===== config.mk =====
export PLATFORM = sky130hd
export DESIGN_NAME = sep_top
export DESIGN_NICKNAME = d
export VERILOG_FILES = /design/src/rtl/sep_pkg.sv /design/src/rtl/sep_tx.sv /design/src/rtl/sep_rx.sv /design/src/rtl/sep_top.sv
export SDC_FILE = /design/constraint.sdc
export NUM_CORES = 1
export LEC_CHECK = 0
export ABC_AREA = 1
export BUFFER_PORTS_ARGS = -buffer_cell sky130_fd_sc_hd__buf_2
export CAP_MARGIN = 20
export CORE_MARGIN = 2
export CORE_UTILIZATION = 40
export CTS_CLUSTER_SIZE = 8
export DETAILED_ROUTE_END_ITERATION = 6
export GPL_ROUTABILITY_DRIVEN = 0
export GPL_TIMING_DRIVEN = 0
export HOLD_SLACK_MARGIN = 0.12
export PLACE_DENSITY = 0.57
export SETUP_SLACK_MARGIN = 0.2
export SLEW_MARGIN = 25
export SYNTH_ARGS = -nofsm -noshare
export SYNTH_HDL_FRONTEND = slang
export SYNTH_SLANG_ARGS = --single-unit
export TNS_END_PERCENT = 30

===== constraint.sdc =====
create_clock -name clk -period 5.7 [get_ports clk]
set_clock_uncertainty 0.2 [all_clocks]
set_input_delay 1.71 -clock clk [delete_from_list [all_inputs] [get_ports clk]]
set_output_delay 1.71 -clock clk [all_outputs]
set_load 0.1 [all_outputs]

===== src/rtl/sep_pkg.sv =====
package sep_pkg;
  localparam int ADDR_W = 3;
  localparam logic [ADDR_W-1:0] A_DATA = 3'd0;
  localparam logic [ADDR_W-1:0] A_DIV  = 3'd1;
  localparam logic [ADDR_W-1:0] A_STAT = 3'd2;
  localparam logic [ADDR_W-1:0] A_CTRL = 3'd3;
  localparam logic [ADDR_W-1:0] A_DBG  = 3'd4;
  localparam int EN_RX = 0;
  localparam int EN_TX = 1;
  localparam int CTRL_W = 3;
  typedef enum logic [1:0] {PH_IDLE, PH_START, PH_DATA, PH_STOP} phase_t;
endpackage


===== src/rtl/sep_tx.sv =====
module sep_tx
  import sep_pkg::*;
#(
  parameter int DIV_W  = 32,
  parameter int CHAR_W = 8
) (
  input  logic              clk,
  input  logic              rst,
  input  logic [DIV_W-1:0]  div,
  input  logic              start,
  input  logic [CHAR_W-1:0] din,
  output logic              busy,
  output logic              done,
  output logic              line
);
  localparam int IDX_W = $clog2(CHAR_W);
  localparam logic [IDX_W-1:0] LAST = IDX_W'(CHAR_W - 1);

  phase_t            ph;
  logic [DIV_W-1:0]  cnt;
  logic [IDX_W-1:0]  idx;
  logic [CHAR_W-1:0] sh;

  always_ff @(posedge clk) begin
    if (rst) begin
      ph   <= PH_IDLE;
      line <= 1'b1;
      cnt  <= '0;
      idx  <= '0;
      sh   <= '0;
    end else begin
      case (ph)
        PH_IDLE: if (start) begin
          ph   <= PH_START;
          line <= 1'b0;
          cnt  <= div;
          sh   <= din;
          idx  <= '0;
        end
        PH_START: if (cnt == '0) begin
          ph   <= PH_DATA;
          line <= sh[0];
          cnt  <= div;
        end else cnt <= cnt - 1'b1;
        PH_DATA: if (cnt == '0) begin
          cnt <= div;
          if (idx == LAST) begin
            ph   <= PH_STOP;
            line <= 1'b1;
          end else begin
            idx  <= idx + 1'b1;
            sh   <= sh >> 1;
            line <= sh[1];
          end
        end else cnt <= cnt - 1'b1;
        default: if (cnt == '0) ph <= PH_IDLE;
                 else cnt <= cnt - 1'b1;
      endcase
    end
  end

  assign busy = (ph != PH_IDLE);
  assign done = (ph == PH_STOP) && (cnt == '0);
endmodule


===== src/rtl/sep_rx.sv =====
module sep_rx
  import sep_pkg::*;
#(
  parameter int DIV_W  = 32,
  parameter int CHAR_W = 8
) (
  input  logic              clk,
  input  logic              rst,
  input  logic [DIV_W-1:0]  div,
  input  logic              line_in,
  input  logic              ready,
  output logic              valid,
  output logic [CHAR_W-1:0] byte_o
);
  localparam int IDX_W = $clog2(CHAR_W);
  localparam logic [IDX_W-1:0] LAST = IDX_W'(CHAR_W - 1);

  logic              s1, s2;
  phase_t            ph;
  logic [DIV_W-1:0]  cnt;
  logic [IDX_W-1:0]  idx;
  logic [CHAR_W-1:0] sh;

  always_ff @(posedge clk) begin
    if (rst) begin
      s1  <= 1'b1;
      s2  <= 1'b1;
      ph  <= PH_IDLE;
      cnt <= '0;
      idx <= '0;
      sh  <= '0;
    end else begin
      s1 <= line_in;
      s2 <= s1;
      case (ph)
        PH_IDLE: if (!s2) begin
          ph  <= PH_START;
          cnt <= div >> 1;
        end
        PH_START: if (cnt == '0) begin
          if (s2) ph <= PH_IDLE;
          else begin
            ph  <= PH_DATA;
            cnt <= div;
            idx <= '0;
          end
        end else cnt <= cnt - 1'b1;
        PH_DATA: if (cnt == '0) begin
          sh  <= {s2, sh[CHAR_W-1:1]};
          cnt <= div;
          if (idx == LAST) ph <= PH_STOP;
          else idx <= idx + 1'b1;
        end else cnt <= cnt - 1'b1;
        default: if (cnt == '0) ph <= PH_IDLE;
                 else cnt <= cnt - 1'b1;
      endcase
    end
  end

  assign valid  = (ph == PH_STOP) && (cnt == '0) && s2 && ready;
  assign byte_o = sh;
endmodule


===== src/rtl/sep_top.sv =====
module sep_top
  import sep_pkg::*;
#(
  parameter int REG_W  = 32,
  parameter int DIV_W  = 32,
  parameter int CHAR_W = 8
) (
  input  logic              clk,
  input  logic              rst,
  input  logic [ADDR_W-1:0] bus_addr,
  input  logic              bus_wr,
  input  logic              bus_rd,
  input  logic [REG_W-1:0]  bus_wdata,
  output logic [REG_W-1:0]  bus_rdata,
  output logic              irq,
  output logic              serial_tx,
  input  logic              serial_rx
);
  logic [DIV_W-1:0]  div_q;
  logic [CTRL_W-1:0] ctrl_q, ctrl_n;
  logic              dbg_q;
  logic [CHAR_W-1:0] rx_byte_q, rx_byte;
  logic              rx_evt_q, tx_evt_q, rx_evt_n, tx_evt_n;
  logic              tx_busy, tx_done, rx_valid;
  logic [1:0]        clr;
  logic [REG_W-1:0]  rd_n;

  sep_tx #(.DIV_W(DIV_W), .CHAR_W(CHAR_W)) u_tx (
    .clk(clk), .rst(rst), .div(div_q),
    .start(bus_wr && bus_addr == A_DATA && !tx_busy),
    .din(bus_wdata[CHAR_W-1:0]),
    .busy(tx_busy), .done(tx_done), .line(serial_tx)
  );

  sep_rx #(.DIV_W(DIV_W), .CHAR_W(CHAR_W)) u_rx (
    .clk(clk), .rst(rst), .div(div_q), .line_in(serial_rx),
    .ready(!rx_evt_q), .valid(rx_valid), .byte_o(rx_byte)
  );

  always_comb begin
    clr      = (bus_wr && bus_addr == A_STAT) ? bus_wdata[2:1] : 2'b00;
    rx_evt_n = (rx_evt_q & ~clr[0]) | rx_valid;
    tx_evt_n = (tx_evt_q & ~clr[1]) | tx_done;
    ctrl_n   = (bus_wr && bus_addr == A_CTRL) ? bus_wdata[CTRL_W-1:0] : ctrl_q;
    case (bus_addr)
      A_DATA:  rd_n = REG_W'(rx_byte_q);
      A_DIV:   rd_n = REG_W'(div_q);
      A_STAT:  rd_n = REG_W'({tx_evt_q, rx_evt_q, 1'b1});
      A_CTRL:  rd_n = REG_W'(ctrl_q);
      A_DBG:   rd_n = REG_W'(dbg_q);
      default: rd_n = '0;
    endcase
  end

  always_ff @(posedge clk) begin
    if (rst) begin
      div_q     <= '0;
      ctrl_q    <= '0;
      dbg_q     <= 1'b0;
      rx_byte_q <= '0;
      rx_evt_q  <= 1'b0;
      tx_evt_q  <= 1'b0;
      irq       <= 1'b0;
      bus_rdata <= '0;
    end else begin
      if (bus_wr && bus_addr == A_DIV) div_q <= bus_wdata[DIV_W-1:0];
      if (bus_wr && bus_addr == A_DBG) dbg_q <= bus_wdata[0];
      if (rx_valid) rx_byte_q <= rx_byte;
      if (bus_rd) bus_rdata <= rd_n;
      ctrl_q   <= ctrl_n;
      rx_evt_q <= rx_evt_n;
      tx_evt_q <= tx_evt_n;
      irq      <= (ctrl_n[EN_RX] & rx_evt_n) | (ctrl_n[EN_TX] & tx_evt_n);
    end
  end
endmodule


# Word level (Yosys, flattened, before mapping)
# Cells that the tools add are included.
# totals
ff_bits	172
word_cells	135
# op_classes
n_addsub	4
n_eq_ne	26
mux	44
bitwise	9
n_reduce_logical	32
# op_table
op	count
two-way mux 32 bit	8
case mux 32 bit (5 select lines)	1
case mux 32 bit (3 select lines)	1
zero test 32 bit	2
case mux 32 bit (2 select lines)	1
subtractor 32 x 1 -> 32 bit, second input constant	2
two-way mux 2 bit	13
two-way mux 8 bit	3
two-way mux 3 bit	7
case mux 8 bit (2 select lines)	1
AND reduction 5 bit	3
!= test 2 x 1 -> 1 bit, second input constant	7
case mux 2 bit (3 select lines)	2
case mux 3 bit (2 select lines)	2
logical AND 1 bit	10
nonzero test 2 bit	5
== test 3 bit, second input constant	3
== test 2 bit, second input constant	4
!= test 2 bit, second input constant	4
AND reduction 4 bit	2
adder 3 x 1 -> 3 bit, second input constant	2
== test 3 x 2 -> 1 bit, second input constant	2
!= test 3 bit, second input constant	2
bitwise AND 1 bit	4
14 further kinds	24

# Depth between registers and ports, before layout
# logic_depth
ltp_word	8
depth_mapped	13
ltp_nobuf	13

# Modules after synthesis
# A second synthesis with hierarchy kept.
# unflattened
cells_unflattened	1842
hier_area_um2	11459.7
# modules_own_cells
mod	n_inst	cells_each	area_per_inst_um2	seq_area_each_um2
sep_tx	1	739	4220.3	920.9
sep_rx	1	707	4112.7	940.9
sep_top	1	396	3126.7	1581.5

# Least setup slack after synthesis
# Ideal clock, no wire load.
# synth_timing
path_type	input to register
startpoint	input bus_addr[0]
endpoint	register u_tx.idx[1]
setup_time_ps	132
arrival_ps	2810
path_slack_ps	2558
cell_stages	11
cell_sequence	inv_1 nand2_1 nor2_4 nand2_1 nand2_1 nand2_1 a21oi_4 nand2_1 buf_2 nand2_1 a21oi_1
# synth_via
elab_chain_len	5
# synth_lines
item	line_no	source
from (decl)	sep_top.sv:10	input logic [ADDR_W-1:0] bus_addr,
zero test 3 bit	sep_top.sv:30	.start(bus_wr && bus_addr == A_DATA && !tx_busy),
logical AND 1 bit (2 in series)	sep_top.sv:30	
!= test 2 x 1 -> 1 bit (no source line)	-	
AND reduction 4 bit (no source line)	-	
to (signal assigned)	sep_tx.sv:51	idx <= idx + 1'b1;
to (decl)	sep_tx.sv:21	logic [IDX_W-1:0] idx;
# Every way passes these cells.
# A chain may end at the register's enable or synchronous reset.

# Worst setup path after layout
# layout_timing
startpoint	input rst
endpoint	register u_tx.cnt[31]
# layout_lines
item	line_no	source
from (decl)	sep_top.sv:9	input logic rst,
to (signal assigned)	sep_tx.sv:36	cnt <= div;
to (signal assigned)	sep_tx.sv:43	cnt <= div;
to (signal assigned)	sep_tx.sv:44	end else cnt <= cnt - 1'b1;
to (decl)	sep_tx.sv:20	logic [DIV_W-1:0] cnt;
# No word-level cell between the ends.

==> results.txt <==
----------------------------------------------------
[Yosys]
  YS warnings ... 0
  Number of distinct standard cells referenced by the synthesized netlist ... 43
  Number of flip-flops and latches in the synthesized netlist ... around 170
  Area of the mapped netlist ... 10,500 um^2
  Post-synthesis area per instance ... approximately 6.2 um^2
  Net Count, Synth ... 1,734
  Post-synth EDFFs ... 0
  Synth async-reset ratio ... 0%
  Most used DFF post-synth ... sky130_fd_sc_hd__dfxtp_1
  Gate Count Post-Synth ... between 1.5k and 2k
  Sequential element share of the synthesized area ... 32.9%

[STA]
  Count of final max-slew check failures ... 0
  Headroom to the max-slew limit ... 37.8%
  Final clock period utilization by the worst path ... between 50% and 60%
  Final period demand of the worst path ... 3400 ps
  RSZ-0062 raised after global routing ... no
  Maximum achievable frequency ... approximately 0.29 GHz
  Final setup fails ... 0
  Final setup TNS ... 0 ps
  Measured slew at the worst slew-check pin ... just over 900 ps
  Hold Violations, Final ... 0

[Final layout]
  Fraction of final layout cells with drive strength greater than 1 ... between 9 and 10%
  Core Util, Final ... a little under half
  Number of nets in the final layout ... 1,823
  Area growth from synthesis to layout ... 12.6%

[GRT]
  Vias in the first global route ... between 10k and 15k
  Largest net degree at the start of global routing ... 17
  Number of antenna violations at the first check in global routing ... 0
  Global route overflow ... 0
  First-pass GRT wire length ... between 50,000 and 60,000 um
  Total GRT Usage ... a little over a quarter

[Clock tree]
  CTS H-Tree Depth ... 4
  Clock buffers created by TritonCTS ... 17
  Max Buffers Root-to-Sink ... 2
  # hold bufs at CTS ... 0
  TritonCTS clock tree ... built
  Clock latency on the worst-skew pair ... 440 ps
  Post-CTS setup buffer count ... 0
  Clock Sinks ... ~170
  Clock root buffer ... sky130_fd_sc_hd__clkbuf_16
  Clock slew seen by the registers of the worst setup and hold paths ... 70 ps
  Post_cts resized ... 0

[Critical path]
  CP max stage delay ... ~750 ps
  Critical path type ... primary input to register
  Critical register-to-register path startpoint ... u_rx.ph[1]
  Reg2reg path depth ... 8
  Worst path arrival time ... 3480 ps
  Critical path cell sequence ... clkbuf_1 > clkbuf_1 > clkbuf_1 > a21oi_1
  Slowest cell on the critical path ... sky130_fd_sc_hd__clkbuf_1
  Number of buffer and inverter stages on the critical path ... 3
  Setup crit end kind ... register
  Crit Reg-Reg Endpoint ... u_rx.cnt[11]
  Slack of the worst reg-to-reg path ... around 3000 ps
  Crit-path leading delay family ... buffers and inverters
  Required time of the critical path ... about 5800 ps
  Most used cell, CP ... sky130_fd_sc_hd__clkbuf_1
  Maximum fanout encountered on the critical timing path ... 10
  Critical Path Start Type ... primary input

[Routing]
  Average wire per standard cell ... roughly 18 um
  Total Wirelength ... 38,500 um
  Vias ... 11.5k
  Remaining antenna violation count ... 0
  DRC violations left ... 0
  Iteration-0 DRC count of the detailed router ... about 1.2k
  Length of the first detailed-routing pass in iterations ... 6
  Vias per cell ... between 5 and 6

[Pwr]
  Static power due to leakage ... about 5.3 nW
  Power density over the cells ... 723 nW/um^2
  Maximum resistive drop on vdd ... between 0.0003 and 0.0004 V

[Die]
  Die Span Y ... 166 um
  Initial Utilization ... approximately two fifths
  Core footprint ... 25,800 um^2
  Rows ... 59
  Floorplan die area ... 27,500 um^2
  Die boundary width ... around 170 um
  Number of top-level pins ... 74

[Min path]
  Launch instance of the worst min-delay path ... u_rx.s1
  Cells on Worst Hold Path ... 1
  Type of the worst min-delay path ... register to register
  Worst Hold Endpoint ... u_rx.s2

[Placement]
  Port Buf Inserts ... 70
  Half-perimeter wire length after placement ... 29,900 um

[Job]
  Max capacitance violation total ... 0

[Run status]
  Result of the run ... completed

----------------------------------------------------
==> through the flow <==
step           cell area (um^2)  setup slack, ps  hold WS (ps)  std cells  power (mW)
4_1_cts                   11800             2290           214       2115        8.43
2_1_floorplan             10500             2560           189       1678        5.80
5_1_grt                   11800             2200           231       2115        9.22
3_5_place_dp              11200             1850           196       2083        7.28
6_report                  11800             2300           211       2116        8.53
3_3_place_gp              11200             1860           192       2083        7.25
==> registers in the layout (all words and copies together) (netlist names), 2 cells and up <==
signal,count
u_rx.ph,2
bus_rdata,32
u_tx.ph,2
u_tx.idx,3
ctrl_q,3
u_rx.byte_o,8
u_tx.sh,8
rx_byte_q,8
u_rx.cnt,32
div_q,32
u_rx.idx,3
u_tx.cnt,32
==> where the power goes <==
part | switching [mW] | internal (mW)
Sequential | 0.208 | 1.38
Combinational | 4.06 | 1.74
Clock | 0.553 | 0.577
==> cell families after synthesis <==
group           count (synthesis)  synth area share [%]
xor+xnor                       32                  2.68
compound gates                409                  20.3
flops                         172                  32.9
fa+ha+maj                      16                  1.91
buf+inv                       202                  7.88
simple gates                  847                  34.3
==> placed cells by master, fill, tap and decap left out, types with 15 or more instances in the layout <==
cell / n
sky130_fd_sc_hd__dfxtp_1: 172
sky130_fd_sc_hd__clkbuf_16: 17
sky130_fd_sc_hd__inv_1: 109
sky130_fd_sc_hd__o21ai_0: 156
sky130_fd_sc_hd__xor2_1: 22
sky130_fd_sc_hd__clkbuf_1: 57
sky130_fd_sc_hd__buf_2: 85
sky130_fd_sc_hd__ha_1: 16
sky130_fd_sc_hd__a21oi_1: 221
sky130_fd_sc_hd__nand3_1: 116
sky130_fd_sc_hd__nand2_1: 489
sky130_fd_sc_hd__nor2_1: 185
sky130_fd_sc_hd__o21ai_1: 15
==> cell type report <==
class	instances	area, um^2
Timing Repair Buffer	70	350
Fill cell	2825	14100
Buffer	83	373
Sequential cell	172	3440
Tap cell	335	419
Multi-Input combinational cell	1304	6190
Clock buffer	18	439
Clock inverter	14	111
Inverter	119	452
Antenna cell	1	2.50
==> metal layers <==
metal | part of all wire, % | vias to the layer above | global-route usage, %
li1 | - | 5663 | -
met3 | 7.7 | 43 | 3.54
met5 | 0 | - | 0
met1 | 47 | 5345 | 39.9
met4 | 1.7 | 0 | 6.16
met2 | 44 | 496 | 42.9
==> worst max path at each step <==
stage                            from      endpoint  cells after the start
after floorplan           bus_addr[0]   u_tx.idx[1]                     11
after global placement            rst   u_tx.cnt[0]                      4
after detailed placement          rst   u_tx.cnt[0]                      4
after CTS                         rst   u_tx.cnt[0]                      4
after global routing              rst    u_tx.sh[7]                      4
final                             rst  u_tx.cnt[31]                      4
==> cells in the mapped netlist, types with 6 or more instances <==
| cell type | number | share of area [%] |
|---|---|---|
| sky130_fd_sc_hd__nor2_4 | 9 | 0.97 |
| sky130_fd_sc_hd__o21ai_1 | 15 | 0.72 |
| sky130_fd_sc_hd__nand2_1 | 489 | 18 |
| sky130_fd_sc_hd__o21ai_0 | 156 | 7.5 |
| sky130_fd_sc_hd__nand4_1 | 13 | 0.78 |
| sky130_fd_sc_hd__nand3_1 | 116 | 5.5 |
| sky130_fd_sc_hd__dfxtp_1 | 172 | 33 |
| sky130_fd_sc_hd__o211ai_1 | 6 | 0.43 |
| sky130_fd_sc_hd__a21oi_1 | 221 | 11 |
| sky130_fd_sc_hd__nor2_2 | 9 | 0.54 |
| sky130_fd_sc_hd__clkbuf_1 | 57 | 2.0 |
| sky130_fd_sc_hd__nor2_1 | 185 | 6.6 |
| sky130_fd_sc_hd__xnor2_1 | 10 | 0.84 |
| sky130_fd_sc_hd__xor2_1 | 22 | 1.8 |
| sky130_fd_sc_hd__ha_1 | 16 | 1.9 |
| sky130_fd_sc_hd__inv_1 | 109 | 3.9 |
| sky130_fd_sc_hd__buf_2 | 15 | 0.72 |
Power figures use the tool's default switching activity.
